## src/rtl/mtrap_pkg.sv

```systemverilog
`timescale 1ns/1ps
package mtrap_pkg;
    localparam int CODE_W = 4;

    typedef enum logic {PRV_U = 1'b0, PRV_M = 1'b1} prv_e;
    typedef enum logic [1:0] {EV_NONE = 2'd0, EV_EXC = 2'd1, EV_INT = 2'd2, EV_RET = 2'd3} ev_e;

    typedef struct packed {
        ev_e               kind;
        logic              intr;
        logic [CODE_W-1:0] code;
    } trap_dec_t;

    localparam logic [11:0] A_STATUS = 12'h300;
    localparam logic [11:0] A_IEN    = 12'h304;
    localparam logic [11:0] A_TVEC   = 12'h305;
    localparam logic [11:0] A_EPC    = 12'h341;
    localparam logic [11:0] A_CAUSE  = 12'h342;
    localparam logic [11:0] A_PEND   = 12'h344;

    localparam int B_GIE = 3;
    localparam int B_PIE = 7;
    localparam int B_PPL = 11;
    localparam int B_PPH = 12;
    localparam int B_TMR = 7;
    localparam int B_EXT = 11;

    localparam logic [CODE_W-1:0] C_TMR = 4'd7;
    localparam logic [CODE_W-1:0] C_EXT = 4'd11;

    function automatic logic irq_armed(prv_e p, logic gie);
        return (p == PRV_U) || gie;
    endfunction
endpackage

```

## src/rtl/mtrap_arb.sv

```systemverilog
`timescale 1ns/1ps
module mtrap_arb
    import mtrap_pkg::*;
(
    input  logic              exc_req,
    input  logic [CODE_W-1:0] exc_code,
    input  logic              mret,
    input  logic              line_tmr,
    input  logic              line_ext,
    input  logic              en_tmr,
    input  logic              en_ext,
    input  logic              gie,
    input  prv_e              prv,
    output trap_dec_t         dec,
    output logic              ext_ack
);
    logic armed, hot_tmr, hot_ext;

    always_comb begin
        armed   = irq_armed(prv, gie);
        hot_tmr = line_tmr & en_tmr;
        hot_ext = line_ext & en_ext;
        dec     = '{kind: EV_NONE, intr: 1'b0, code: '0};
        if (exc_req)
            dec = '{kind: EV_EXC, intr: 1'b0, code: exc_code};
        else if (mret)
            dec.kind = EV_RET;
        else if (armed && hot_tmr)
            dec = '{kind: EV_INT, intr: 1'b1, code: C_TMR};
        else if (armed && hot_ext)
            dec = '{kind: EV_INT, intr: 1'b1, code: C_EXT};
    end

    assign ext_ack = (dec.kind == EV_INT) && (dec.code == C_EXT);
endmodule

```

## src/rtl/mtrap_vec.sv

```systemverilog
`timescale 1ns/1ps
module mtrap_vec
    import mtrap_pkg::*;
#(
    parameter int XLEN = 32
) (
    input  trap_dec_t       dec,
    input  logic [XLEN-3:0] tv_base,
    input  logic            tv_vec,
    input  logic [XLEN-3:0] epc,
    output logic            redir,
    output logic [XLEN-1:0] redir_pc
);
    localparam int OFS_W = CODE_W + 2;

    logic [XLEN-1:0] base_a, ofs;

    always_comb begin
        base_a = {tv_base, 2'b00};
        ofs    = '0;
        if (dec.kind == EV_INT && tv_vec)
            ofs[OFS_W-1:0] = {dec.code, 2'b00};
        redir = (dec.kind != EV_NONE);
        case (dec.kind)
            EV_RET:  redir_pc = {epc, 2'b00};
            EV_NONE: redir_pc = '0;
            default: redir_pc = base_a + ofs;
        endcase
    end
endmodule

```

## src/rtl/mtrap_regs.sv

```systemverilog
`timescale 1ns/1ps
module mtrap_regs
    import mtrap_pkg::*;
#(
    parameter int XLEN = 32
) (
    input  logic            clk,
    input  logic            rst,
    input  trap_dec_t       dec,
    input  logic [XLEN-1:0] trap_pc,
    input  logic            line_tmr,
    input  logic            line_ext,
    input  logic            csr_req,
    input  logic            csr_we,
    input  logic [11:0]     csr_addr,
    input  logic [XLEN-1:0] csr_wdata,
    output logic [XLEN-1:0] csr_rdata,
    output logic            csr_illegal,
    output prv_e            prv,
    output logic            gie,
    output logic            en_tmr,
    output logic            en_ext,
    output logic [XLEN-3:0] tv_base,
    output logic            tv_vec,
    output logic [XLEN-3:0] epc
);
    prv_e              pp_q;
    logic              pie_q;
    logic              cint_q;
    logic [CODE_W-1:0] ccode_q;
    logic              hit, wr;
    logic [XLEN-1:0]   rv;

    always_comb begin
        hit = csr_addr inside {A_STATUS, A_IEN, A_TVEC, A_EPC, A_CAUSE, A_PEND};
        csr_illegal = csr_req && hit && (prv == PRV_U);
        wr = csr_req && csr_we && hit && !csr_illegal && (dec.kind == EV_NONE);
        rv = '0;
        case (csr_addr)
            A_STATUS: begin
                rv[B_GIE]         = gie;
                rv[B_PIE]         = pie_q;
                rv[B_PPH:B_PPL]   = {2{pp_q == PRV_M}};
            end
            A_IEN: begin
                rv[B_TMR] = en_tmr;
                rv[B_EXT] = en_ext;
            end
            A_TVEC:  rv = {tv_base, 1'b0, tv_vec};
            A_EPC:   rv = {epc, 2'b00};
            A_CAUSE: begin
                rv[XLEN-1]     = cint_q;
                rv[CODE_W-1:0] = ccode_q;
            end
            A_PEND: begin
                rv[B_TMR] = line_tmr;
                rv[B_EXT] = line_ext;
            end
            default: rv = '0;
        endcase
        csr_rdata = (csr_req && !csr_illegal) ? rv : '0;
    end

    always_ff @(posedge clk) begin
        if (rst) begin
            prv     <= PRV_M;
            gie     <= 1'b1;
            pie_q   <= 1'b0;
            pp_q    <= PRV_U;
            en_tmr  <= 1'b0;
            en_ext  <= 1'b0;
            tv_base <= '0;
            tv_vec  <= 1'b0;
            epc     <= '0;
            cint_q  <= 1'b0;
            ccode_q <= '0;
        end else begin
            case (dec.kind)
                EV_EXC, EV_INT: begin
                    epc     <= trap_pc[XLEN-1:2];
                    cint_q  <= dec.intr;
                    ccode_q <= dec.code;
                    pie_q   <= gie;
                    gie     <= 1'b0;
                    pp_q    <= prv;
                    prv     <= PRV_M;
                end
                EV_RET: begin
                    gie   <= pie_q;
                    pie_q <= 1'b1;
                    prv   <= pp_q;
                    pp_q  <= PRV_U;
                end
                default: begin
                    if (wr) begin
                        case (csr_addr)
                            A_STATUS: begin
                                gie <= csr_wdata[B_GIE];
                                if (csr_wdata[B_PPH:B_PPL] == 2'b11)
                                    pp_q <= PRV_M;
                                else if (csr_wdata[B_PPH:B_PPL] == 2'b00)
                                    pp_q <= PRV_U;
                            end
                            A_IEN: begin
                                en_tmr <= csr_wdata[B_TMR];
                                en_ext <= csr_wdata[B_EXT];
                            end
                            A_TVEC: begin
                                tv_base <= csr_wdata[XLEN-1:2];
                                tv_vec  <= csr_wdata[0];
                            end
                            A_EPC: epc <= csr_wdata[XLEN-1:2];
                            A_CAUSE: begin
                                cint_q  <= csr_wdata[XLEN-1];
                                ccode_q <= csr_wdata[CODE_W-1:0];
                            end
                            default: ;
                        endcase
                    end
                end
            endcase
        end
    end
endmodule

```

## src/rtl/mtrap_ctrl.sv

```systemverilog
`timescale 1ns/1ps
module mtrap_ctrl
    import mtrap_pkg::*;
#(
    parameter int XLEN = 32
) (
    input  logic              clk,
    input  logic              rst,
    input  logic              irq_tmr_i,
    input  logic              irq_ext_i,
    input  logic              exc_req_i,
    input  logic [CODE_W-1:0] exc_code_i,
    input  logic [XLEN-1:0]   cur_pc_i,
    input  logic              mret_i,
    input  logic              csr_req_i,
    input  logic              csr_we_i,
    input  logic [11:0]       csr_addr_i,
    input  logic [XLEN-1:0]   csr_wdata_i,
    output logic [XLEN-1:0]   csr_rdata_o,
    output logic              csr_illegal_o,
    output logic              redirect_o,
    output logic [XLEN-1:0]   redirect_pc_o,
    output logic              ext_ack_o,
    output logic              priv_m_o
);
    trap_dec_t       dec;
    prv_e            prv;
    logic            gie, en_tmr, en_ext, tv_vec;
    logic [XLEN-3:0] tv_base, epc;

    mtrap_arb u_arb (
        .exc_req  (exc_req_i),
        .exc_code (exc_code_i),
        .mret     (mret_i),
        .line_tmr (irq_tmr_i),
        .line_ext (irq_ext_i),
        .en_tmr   (en_tmr),
        .en_ext   (en_ext),
        .gie      (gie),
        .prv      (prv),
        .dec      (dec),
        .ext_ack  (ext_ack_o)
    );

    mtrap_regs #(.XLEN(XLEN)) u_regs (
        .clk         (clk),
        .rst         (rst),
        .dec         (dec),
        .trap_pc     (cur_pc_i),
        .line_tmr    (irq_tmr_i),
        .line_ext    (irq_ext_i),
        .csr_req     (csr_req_i),
        .csr_we      (csr_we_i),
        .csr_addr    (csr_addr_i),
        .csr_wdata   (csr_wdata_i),
        .csr_rdata   (csr_rdata_o),
        .csr_illegal (csr_illegal_o),
        .prv         (prv),
        .gie         (gie),
        .en_tmr      (en_tmr),
        .en_ext      (en_ext),
        .tv_base     (tv_base),
        .tv_vec      (tv_vec),
        .epc         (epc)
    );

    mtrap_vec #(.XLEN(XLEN)) u_vec (
        .dec      (dec),
        .tv_base  (tv_base),
        .tv_vec   (tv_vec),
        .epc      (epc),
        .redir    (redirect_o),
        .redir_pc (redirect_pc_o)
    );

    assign priv_m_o = (prv == PRV_M);
endmodule

```

## config.mk

```make
export PLATFORM = sky130hd
export DESIGN_NAME = mtrap_ctrl
export DESIGN_NICKNAME = d
export VERILOG_FILES = /design/src/rtl/mtrap_pkg.sv /design/src/rtl/mtrap_arb.sv /design/src/rtl/mtrap_vec.sv /design/src/rtl/mtrap_regs.sv /design/src/rtl/mtrap_ctrl.sv
export SDC_FILE = /design/constraint.sdc
export NUM_CORES = 1
export LEC_CHECK = 0
export BUFFER_PORTS_ARGS = -buffer_cell sky130_fd_sc_hd__buf_4
export CAP_MARGIN = 15
export CORE_MARGIN = 3
export CORE_UTILIZATION = 40
export CTS_BUF_LIST = sky130_fd_sc_hd__clkbuf_8
export DETAILED_ROUTE_END_ITERATION = 10
export SETUP_SLACK_MARGIN = 0.2
export SYNTH_ARGS = -nofsm -noshare
export SYNTH_HDL_FRONTEND = slang
export SYNTH_SLANG_ARGS = --single-unit
export TNS_END_PERCENT = 100
```

## constraint.sdc

```tcl
create_clock -name clk -period 3.85 [get_ports clk]
set_clock_uncertainty 0.15 [all_clocks]
set_input_delay 0.1925 -clock clk [delete_from_list [all_inputs] [get_ports clk]]
set_output_delay 0.1925 -clock clk [all_outputs]
set_load 0.02 [all_outputs]
```

* Yosys cells after proc, flatten, opt, wreduce, memory -nomap -nowiden
Index checks and enable logic that the tools add are counted.
Cells by class: reductions and logical operators 32, shift operators 0, add/sub/neg operators 1, div/mod/pow operators 0, muxes and demuxes 36, multipliers 0, equal/unequal tests 11, order comparisons 0, bitwise gates (word level) 5
Operators with widths (number):
- equality test 12 x 10 -> 1 bit, second input constant | 6
- one-hot mux 32 bit (2 select lines) | 1
- 2-to-1 mux 30 bit | 2
- one-hot mux 30 bit (2 select lines) | 1
- one-hot mux 18 bit (2 select lines) | 1
- adder 32 x 6 -> 32 bit | 1
- 2-to-1 mux 32 bit | 1
- 2-to-1 mux 7 bit | 3
- AND reduction 3 bit | 5
- one-hot mux 3 bit (2 select lines) | 2
- logical AND 1 bit | 11
- one-hot mux 1 bit (2 select lines) | 5
- one-hot mux 1 bit (5 select lines) | 2
- nonzero test 2 bit | 5
- one-hot mux 3 bit (3 select lines) | 1
- 2-to-1 mux 1 bit | 8
- 2-to-1 mux 4 bit | 2
- one-hot mux 4 bit (2 select lines) | 1
- equality test 2 bit, second input constant | 3
- 2-to-1 mux 6 bit | 1
- one-hot mux 1 bit (3 select lines) | 2
- nonzero test 3 bit | 2
- nonzero test 6 bit | 1
- 2-to-1 mux 5 bit | 1
- other kinds (13) | 17
Word-level totals: bits in read-only memories 0, output and inout bits 68, word-level logic and storage cells 96, bits in writable memories 0, latch bits 0, input bits 88, memories kept 0, flip-flop bits (word level) 72

* Depth between registers and ports, before layout
Gate-level depths: netlist of run 1.
word-level depth 12, mapped depth 15, gate-level depth less buffers 13

* Cells and area by module
Synthesis of run 1 repeated with hierarchy kept, for this count alone.
Unflattened totals: cells, all modules 717, area total of the unflattened synthesis 5535.3 µm²
By module, submodules not included:
- mtrap_regs | instances 1, cells an instance 479, area an instance 4025.1 µm²
- mtrap_vec | instances 1, cells an instance 218, area an instance 1382.6 µm²
- mtrap_arb | instances 1, cells an instance 20, area an instance 127.6 µm²

* Worst setup path before layout of run 1
OpenSTA, ideal clock, no wires.
kind reg-to-output, start point register u_regs.prv, end point output port redirect_pc_o[6], cell stages (with the launch flop) 16, path slack 0.274 ns, arrival time 3.234 ns, cells stage by stage dfxtp_1 nor2b_1 nor2_1 nor2_1 nor2_1 ha_1 nand2_1 a21oi_1 ha_1 fa_1 nand3_1 and2_0 clkbuf_1 buf_2 xnor2_1 o21ai_0
Between the ends: cells in the longest elaborated chain, start to end 12
RTL lines:
- start, declared | RTL line mtrap_regs.sv:19 | output prv_e prv,
- start signal, assigned | RTL line mtrap_regs.sv:91 | prv <= pp_q;
- NOT 1 bit * | RTL line mtrap_pkg.sv:32 | return (p == PRV_U) || gie;
- logical OR 1 bit * | RTL line mtrap_pkg.sv:32
- logical AND 1 bit | RTL line mtrap_arb.sv:30 | else if (armed && hot_ext)
- 2-to-1 mux 7 bit | RTL line mtrap_arb.sv:30
- 2-to-1 mux 7 bit * | RTL line mtrap_arb.sv:28 | else if (armed && hot_tmr)
- 2-to-1 mux 2 bit | RTL line mtrap_arb.sv:26 | else if (mret)
- 2-to-1 mux 7 bit * | RTL line mtrap_arb.sv:24 | if (exc_req)
- equality test 2 bit | RTL line mtrap_vec.sv:21 | if (dec.kind == EV_INT && tv_vec)
- logical AND 1 bit | RTL line mtrap_vec.sv:21
- 2-to-1 mux 6 bit | RTL line mtrap_vec.sv:21
- adder 32 x 6 -> 32 bit | RTL line mtrap_vec.sv:27 | default: redir_pc = base_a + ofs;
- one-hot mux 32 bit (2 select lines) * | RTL line mtrap_vec.sv:24 | case (dec.kind)
- end, declared | RTL line mtrap_ctrl.sv:22 | output logic [XLEN-1:0] redirect_pc_o,
Every way passes the cells marked *; elsewhere a longest branch is shown, timed or not.

* Worst setup path in the final report of run 1
start point register u_regs.en_ext, end point output port redirect_pc_o[18]
Between the ends: cells in the longest elaborated chain, start to end 11
RTL lines:
- start, declared | RTL line mtrap_regs.sv:22 | output logic en_ext,
- start signal, assigned | RTL line mtrap_regs.sv:106 | en_ext <= csr_wdata[B_EXT];
- AND 1 bit * | RTL line mtrap_arb.sv:22 | hot_ext = line_ext & en_ext;
- logical AND 1 bit * | RTL line mtrap_arb.sv:30
- 2-to-1 mux 7 bit * | RTL line mtrap_arb.sv:30
- 2-to-1 mux 7 bit * | RTL line mtrap_arb.sv:28
- 2-to-1 mux 2 bit | RTL line mtrap_arb.sv:26
- 2-to-1 mux 7 bit * | RTL line mtrap_arb.sv:24
- equality test 2 bit | RTL line mtrap_vec.sv:21
- logical AND 1 bit | RTL line mtrap_vec.sv:21
- 2-to-1 mux 6 bit | RTL line mtrap_vec.sv:21
- adder 32 x 6 -> 32 bit | RTL line mtrap_vec.sv:27
- one-hot mux 32 bit (2 select lines) * | RTL line mtrap_vec.sv:24
Marked as above.

==> results of run 1 <==
power groups by stage:
stage	Combinational (mW)	Sequential (mW)	Clock, mW
2_1_floorplan	0.226	0.827	0
3_3_place_gp	0.397	0.835	0
3_5_place_dp	0.400	0.837	0
4_1_cts	0.429	0.820	0.663
5_1_grt	0.480	0.826	0.685
6_report	0.446	0.821	0.652
layout make-up:
| type | count | area (µm²) | area share [%] |
|---|---|---|---|
| multi-input combinational | 565 | 3640 | 49.8 |
| sequential | 72 | 1450 | 19.9 |
| timing repair buffer | 217 | 1740 | 23.8 |
| inverter | 14 | 52.6 | 0.720 |
| clock buffer | 12 | 165 | 2.26 |
| tap | 172 | 215 | 2.95 |
| clock inverter | 3 | 41.3 | 0.566 |
routing by layer:
layer  vias up  track usage (%)  wire length [µm]
met3        32             5.50              1750
met1      3107             38.2              9290
met5         -                0                 0
met4         0             7.63               378
li1       3059                -                 -
met2       316             46.6             10300
flip-flops by register name, indices dropped and copies added (netlist names):
| name | count |
|---|---|
| u_regs.ccode_q | 4 |
| u_regs.cint_q | 1 |
| u_regs.en_ext | 1 |
| u_regs.en_tmr | 1 |
| u_regs.epc | 30 |
| u_regs.gie | 1 |
| u_regs.pie_q | 1 |
| u_regs.pp_q | 1 |
| u_regs.prv | 1 |
| u_regs.tv_base | 30 |
| u_regs.tv_vec | 1 |
Yosys cell counts (4+ instances only):
cell type,n,share of area [%]
o211ai_1,4,0.56
nor3_1,4,0.38
and2_1,6,0.70
and4_1,6,0.98
inv_1,13,0.91
a211oi_1,32,4.5
a31oi_1,18,2.1
xnor2_1,5,0.82
clkbuf_1,39,2.7
nor4_1,5,0.59
or3_1,6,0.70
o21ai_0,46,4.3
a21oi_1,61,5.7
nor2b_1,7,0.82
nor2_1,80,5.6
nand2_1,22,1.5
a211o_1,4,0.66
dfxtp_1,72,27
nand2b_1,4,0.47
or2_2,4,0.47
a32oi_1,4,0.66
o31ai_1,16,2.3
mux2i_1,4,0.75
o221a_2,30,6.3
a311oi_1,4,0.66
nand3_1,118,11
buf_4,6,0.84
buf_2,26,2.4
nand4_1,10,1.2
buf_1,5,0.35
or4_1,20,2.8
ha_1,9,2.1
per-stage QoR:
| step | hold slack (ns) | instance area [µm²] | utilization [%] | cells |
|---|---|---|---|---|
| after floorplan | 0.190 | 5340 | - | 729 |
| after global placement | 0.312 | 6520 | 50.8 | 997 |
| after detailed placement | 0.322 | 6520 | 50.8 | 997 |
| after CTS | 0.0247 | 7130 | 55.6 | 1049 |
| after global routing | 0.0421 | 7300 | 56.9 | 1055 |
| final | 0.0373 | 7300 | 56.9 | 1055 |
cell families after synthesis:
group                    Yosys count  share of synthesized area, %
flip-flops                        72                          27.0
AND/OR/NAND/NOR                  307                          30.2
AO/OA/AOI/OAI                    235                          30.6
XOR/XNOR                           6                         0.985
other                              1                        0.0703
multiplexers                       5                         0.961
buffers and inverters             92                          7.67
adder cells (fa/ha/maj)           10                          2.49
how the worst min path moves through the flow:
stage	from	endpoint	slack (ns)	cells after the start
after floorplan	csr_wdata_i[11]	u_regs.en_ext	0.19	2
after global placement	u_regs.ccode_q[1]	u_regs.ccode_q[1]	0.31	2
after detailed placement	u_regs.ccode_q[1]	u_regs.ccode_q[1]	0.32	2
after CTS	cur_pc_i[9]	u_regs.epc[7]	0.02	4
after global routing	cur_pc_i[10]	u_regs.epc[8]	0.04	4
final	cur_pc_i[9]	u_regs.epc[7]	0.04	4
timing repair:
item / in CTS / in global routing
cloned: 0 / 1
buffers inserted: 6 / 5
endpoints found under the setup margin: 19 / 21
endpoints found under the hold margin: 63 / 0
hold buffers: 31 / 0
resized for setup: 15 / 30
pin swaps: 5 / 25
worst max-delay path, stage by stage (launching register included):
cell     delay (ns)
dfxtp_2        0.34
a22oi_2        0.09
buf_4          0.14
or3_1          0.44
a21oi_2        0.18
ha_2           0.22
fa_2           0.24
nand3_4        0.09
and2_4         0.17
buf_8          0.14
or4_4          0.47
a31oi_1        0.18
buf_4          0.16
==> metrics.csv, run 1 <==
stage,metric,value,unit
place,hpwl,14000,µm
route,drc,0,
route,avgRoutedWirePerCell,20.6,µm
synthesis,seq_area_frac_synth,27.0,%
clocking,cts.sinks,72,
power,power_frac_clock,34.0,%
synthesis,synth_edf_count,0,
timing,finalCriticalPeriod,3.58,ns
clocking,clockRootBuffer,clkbuf_8,
synthesis,yosys_warnings,0,
power,power.density,263,nW/µm²
floorplan,fp.dieH,122,µm
timing,max_freq,279,MHz
route,dr.pass1.iters,6,
timing,rsz0062_at_grt,true,
layout,nets,977,
route,routed_wl,21700,µm
layout,layout_commonest_cell,buf_4,
synthesis,synth_area,5340,µm²
critical_path,reg2reg_setup_slack,1.03,ns
synthesis,synthFlopType,dfxtp_1,
clocking,clockBufferDepth,2,
min_path,hold_path_class,primary input to register,
synthesis,yosysUniqueCellTypes,63,
power,ir_worst_vdd,174,µV
critical_path,r2r-start,u_regs.en_ext,
critical_path,critPathLaunchType,register,
synthesis,synth.avg_cell_area,7.33,µm²
timing,setup_ws,0.271,ns
clocking,clk_pin_slew,0.08,ns
place,post-place-ws,0.366,ns
route,via_per_inst,6.17,
run,cap_violations,0,
power,intPower,1.34,mW
power,leakage,2.68,nW
layout,final_cell_mix,"180 x buf_4, 117 x nand3_1, 80 x nor2_1",
global_routing,track_usage,28.4,%
floorplan,start_util,41.6,%
layout,area_growth,36.8,%
route,antenna_left,0,
power,p_sw,0.580,mW
route,drtIter0Drc,696,
power,p_total,1.92,mW
timing,fin_tns_setup,0,ns
critical_path,path_class,register to output port,
global_routing,antenna_found_initial,0,
global_routing,grt_pass1_wl,33200,µm
place,gp_congestion,0.927,
critical_path,critPathRequiredTime,3.51,ns
timing,setup_viol,0,
critical_path,endpoint_kind,output port,
floorplan,num_io_pins,156,
critical_path,arrival,3.24,ns
clocking,cts_buffers,9,
global_routing,grt-ovfl-total,0,
layout,drive_above_1_share,30.8,%
critical_path,critPathMaxFanout,8,
critical_path,r2r_end,u_regs.epc[18],
global_routing,grt_max_degree,79,
power,p_comb_share,23.2,%
floorplan,core_area,12800,µm²
status,status,"complete, no violations",
timing,fin_crit_sh,93.0,%
clocking,clkLatencyLatePin,0.37,ns
critical_path,worst-r2r-cell-count,9,
power,swShare,30.2,%
critical_path,crit_start,u_regs.en_ext,
layout,diodes,0,
global_routing,grt_pass1_vias,6107,
power,p_seq_share,42.8,%
timing,slew_headroom,38.6,%
timing,worst_pin_slew,0.921,ns
timing,hold_viol,0,
floorplan,die_w,122,µm
synthesis,synth_seq_cells,72,
timing,drv_slew,0,
floorplan,rows,41,
place,io_buffers,151,
synthesis,synthArstFlopShare,0,%
clocking,htree_levels,3,
floorplan,dieArea,14800,µm²
route,route.vias.total,6514,
layout,final.fill_count,1242,
synthesis,syn-instance-count,728,
clocking,cts_tree,done,
critical_path,crit_path_end,redirect_pc_o[18],
No activity file was read; power rests on OpenSTA's default activity.
==> run 2, diff against run 1 <==
--- a/config.mk
+++ b/config.mk
@@ -11,6 +11,7 @@
 export CORE_UTILIZATION = 40
 export CTS_BUF_LIST = sky130_fd_sc_hd__clkbuf_8
 export DETAILED_ROUTE_END_ITERATION = 10
+export HOLD_SLACK_MARGIN = 0.05
 export SETUP_SLACK_MARGIN = 0.2
 export SYNTH_ARGS = -nofsm -noshare
 export SYNTH_HDL_FRONTEND = slang
==> run 2 against run 1 <==
Net effect:
- worst hold slack improved by 0.023 ns
- largest power group unchanged
- routed wire length grew 1.6%
- count of clock-buffer cells in the layout unchanged
- cell area grew 2.4%
- cell count grew 1.6%
- highest routed layer unchanged
- via count rose by 1.1%
- sequential power is essentially flat
- critical path depth is the same
- die area unchanged
- register-to-register slack lost 0.56 ns
- non-clock buffer count increased by 17
- clock power is essentially flat
==> metrics.csv, run 2 (synthesized netlist as in run 1, its figures left out) <==
stage,metric,value,unit,change
status,status,"complete, no violations",,unchanged
clocking,cts_buffers,9,,unchanged
floorplan,start_util,41.6,%,unchanged
route,dr_wl_met3,1750,µm,about the same
layout,diodes,0,,unchanged
layout,nets,994,,was 977
route,highest_layer,met4,,unchanged
route,wirelength_met1,9400,µm,was 9290 µm
clocking,clockRootBuffer,clkbuf_8,,unchanged
clocking,cts.sinks,72,,unchanged
critical_path,path_buf_inv,3,,unchanged
layout,area_growth,40.1,%,was 36.8%
global_routing,grt-ovfl-total,0,,unchanged
route,routed_wl,22100,µm,was 21700 µm
power,p_total,1.94,mW,was 1.92 mW
run,cap_violations,0,,unchanged
layout,drive_above_1_share,30.6,%,was 30.8%
clocking,clkLatencyLatePin,0.37,ns,about the same
global_routing,grt_pass1_vias,6210,,was 6107
critical_path,crit_family,simple AND/OR/NAND/NOR gates,,unchanged
global_routing,antenna_found_initial,0,,unchanged
critical_path,slowest_delay,0.47,ns,about the same
global_routing,grt_max_degree,79,,unchanged
critical_path,arrival,3.23,ns,was 3.24 ns
route,via_per_inst,6.14,,was 6.17
layout,final_cell_mix,"181 x buf_4, 117 x nand3_1, 80 x nor2_1",,"was 180 x buf_4, 117 x nand3_1, 80 x nor2_1"
clocking,clockBufferDepth,2,,unchanged
timing,drv_slew,0,,unchanged
floorplan,rows,41,,unchanged
timing,setup_viol,0,,unchanged
timing,rsz0062_at_grt,true,,unchanged
route,drtIter0Drc,653,,was 696
place,hpwl,14000,µm,unchanged
timing,hold_viol,0,,unchanged
critical_path,worstPathCellList,a22oi_2 -> buf_4 -> or3_1 -> a21oi_2 -> ha_2 -> fa_2 -> nand3_4 -> and2_4 -> buf_8 -> or4_4 -> a31oi_1 -> buf_4,,unchanged
place,io_buffers,151,,unchanged
timing,fin_tns_setup,0,ns,unchanged
route,met2_length,10600,µm,was 10300 µm
floorplan,fp.dieH,122,µm,unchanged
timing,max_freq,280,MHz,was 279 MHz
route,drc,0,,unchanged
min_path,hold_path_class,primary input to register,,unchanged
critical_path,critPathRequiredTime,3.51,ns,about the same
critical_path,critPathMaxFanout,8,,unchanged
clocking,clk_pin_slew,0.08,ns,about the same
timing,fin_crit_sh,92.9,%,was 93.0%
clocking,cts_tree,done,,unchanged
clocking,htree_levels,3,,unchanged
route,antenna_left,0,,unchanged
power,power.density,260,nW/µm²,was 263 nW/µm²
global_routing,grt_pass1_wl,33700,µm,was 33200 µm
floorplan,dieArea,14800,µm²,unchanged
route,route.vias.total,6583,,was 6514
critical_path,critPathLaunchType,register,,unchanged
floorplan,num_io_pins,156,,unchanged
critical_path,path_class,register to output port,,unchanged
critical_path,cpMostUsedCell,buf_4,,unchanged
power,leakage,2.77,nW,was 2.68 nW
route,avgRoutedWirePerCell,20.6,µm,about the same
timing,worst_pin_slew,0.904,ns,was 0.921 ns
place,gp_congestion,0.927,,unchanged
critical_path,crit_slowest_cell,or4_4,,unchanged
timing,finalCriticalPeriod,3.58,ns,about the same
floorplan,die_w,122,µm,unchanged
route,dr.pass1.iters,7,,was 6
layout,final.fill_count,1224,,was 1242
timing,slew_headroom,39.8,%,was 38.6%
layout,layout_commonest_cell,buf_4,,unchanged
floorplan,core_area,12800,µm²,unchanged
power,ir_worst_vdd,176,µV,was 174 µV
critical_path,endpoint_kind,output port,,unchanged
global_routing,track_usage,28.7,%,was 28.4%
layout,top_regs,"u_regs.epc: 30 flops, u_regs.tv_base: 30 flops, u_regs.ccode_q: 4 flops",,unchanged
## run 2: changes by cell type in the layout (fill, tap and decap cells not counted)
cell	change
dlygate4sd3_1	+16
o31ai_1	-2
o31ai_2	+2
buf_4	+1
## run 2: final timing paths
kind	from	to	slack [ns]	depth (start not counted)
hold / removal	cur_pc_i[26]	u_regs.epc[24]	0.06	4
setup reg to reg	u_regs.en_ext	u_regs.epc[26]	0.47	10
hold reg to reg	u_regs.ccode_q[2]	u_regs.ccode_q[2]	0.34	2
setup / recovery	u_regs.en_ext	redirect_pc_o[18]	0.27	12
## run 2: power by group
group	switching, mW	internal, mW
Sequential	0.0348	0.787
Combinational	0.246	0.222
Clock	0.307	0.347
Total	0.588	1.36
## run 2: routing by layer
metal	track usage, %	vias to the layer above
li1	-	3097
met1	38.5	3148
met2	47.5	310
met3	5.55	28
met4	7.63	0
met5	0	-
## run 2: timing repair
item,in CTS,in global routing
pin swaps,5,25
gates cloned,0,1
hold buffers,47,0
resized for setup,15,32
buffers inserted,6,6
endpoints found under the hold margin,63,0
endpoints found under the setup margin,19,21
## run 2: area by class of cell
cell class	count	area, µm²	share of cell area (%)
flip-flops and latches	72	1450	19.4
well taps	172	215	2.88
clock buffers	12	165	2.21
multi-input cells	565	3650	48.8
repair buffers	234	1910	25.5
clock inverters	3	41.3	0.552
inverters	14	52.6	0.703
## run 2: worst register-to-register path: cells and delay by family, from the launching register on
family          cells  cell delay, ns
compound gates      3            1.30
fa+ha+maj           1            0.18
buf+inv             1            0.55
simple gates        5            0.81
flops               1            0.33
## run 2: stage by stage
stage               cell area (µm²)  setup slack, ns  instances  hold WS [ns]  util (%)
CTS                            7290            0.203       1065        0.0502      56.8
finish                         7480            0.273       1072        0.0601      58.3
detailed placement             6520            0.366        997         0.322      50.8
floorplan                      5340            0.274        729         0.190         -
global route                   7480           0.0908       1072        0.0571      58.3
global placement               6520            0.401        997         0.312      50.8
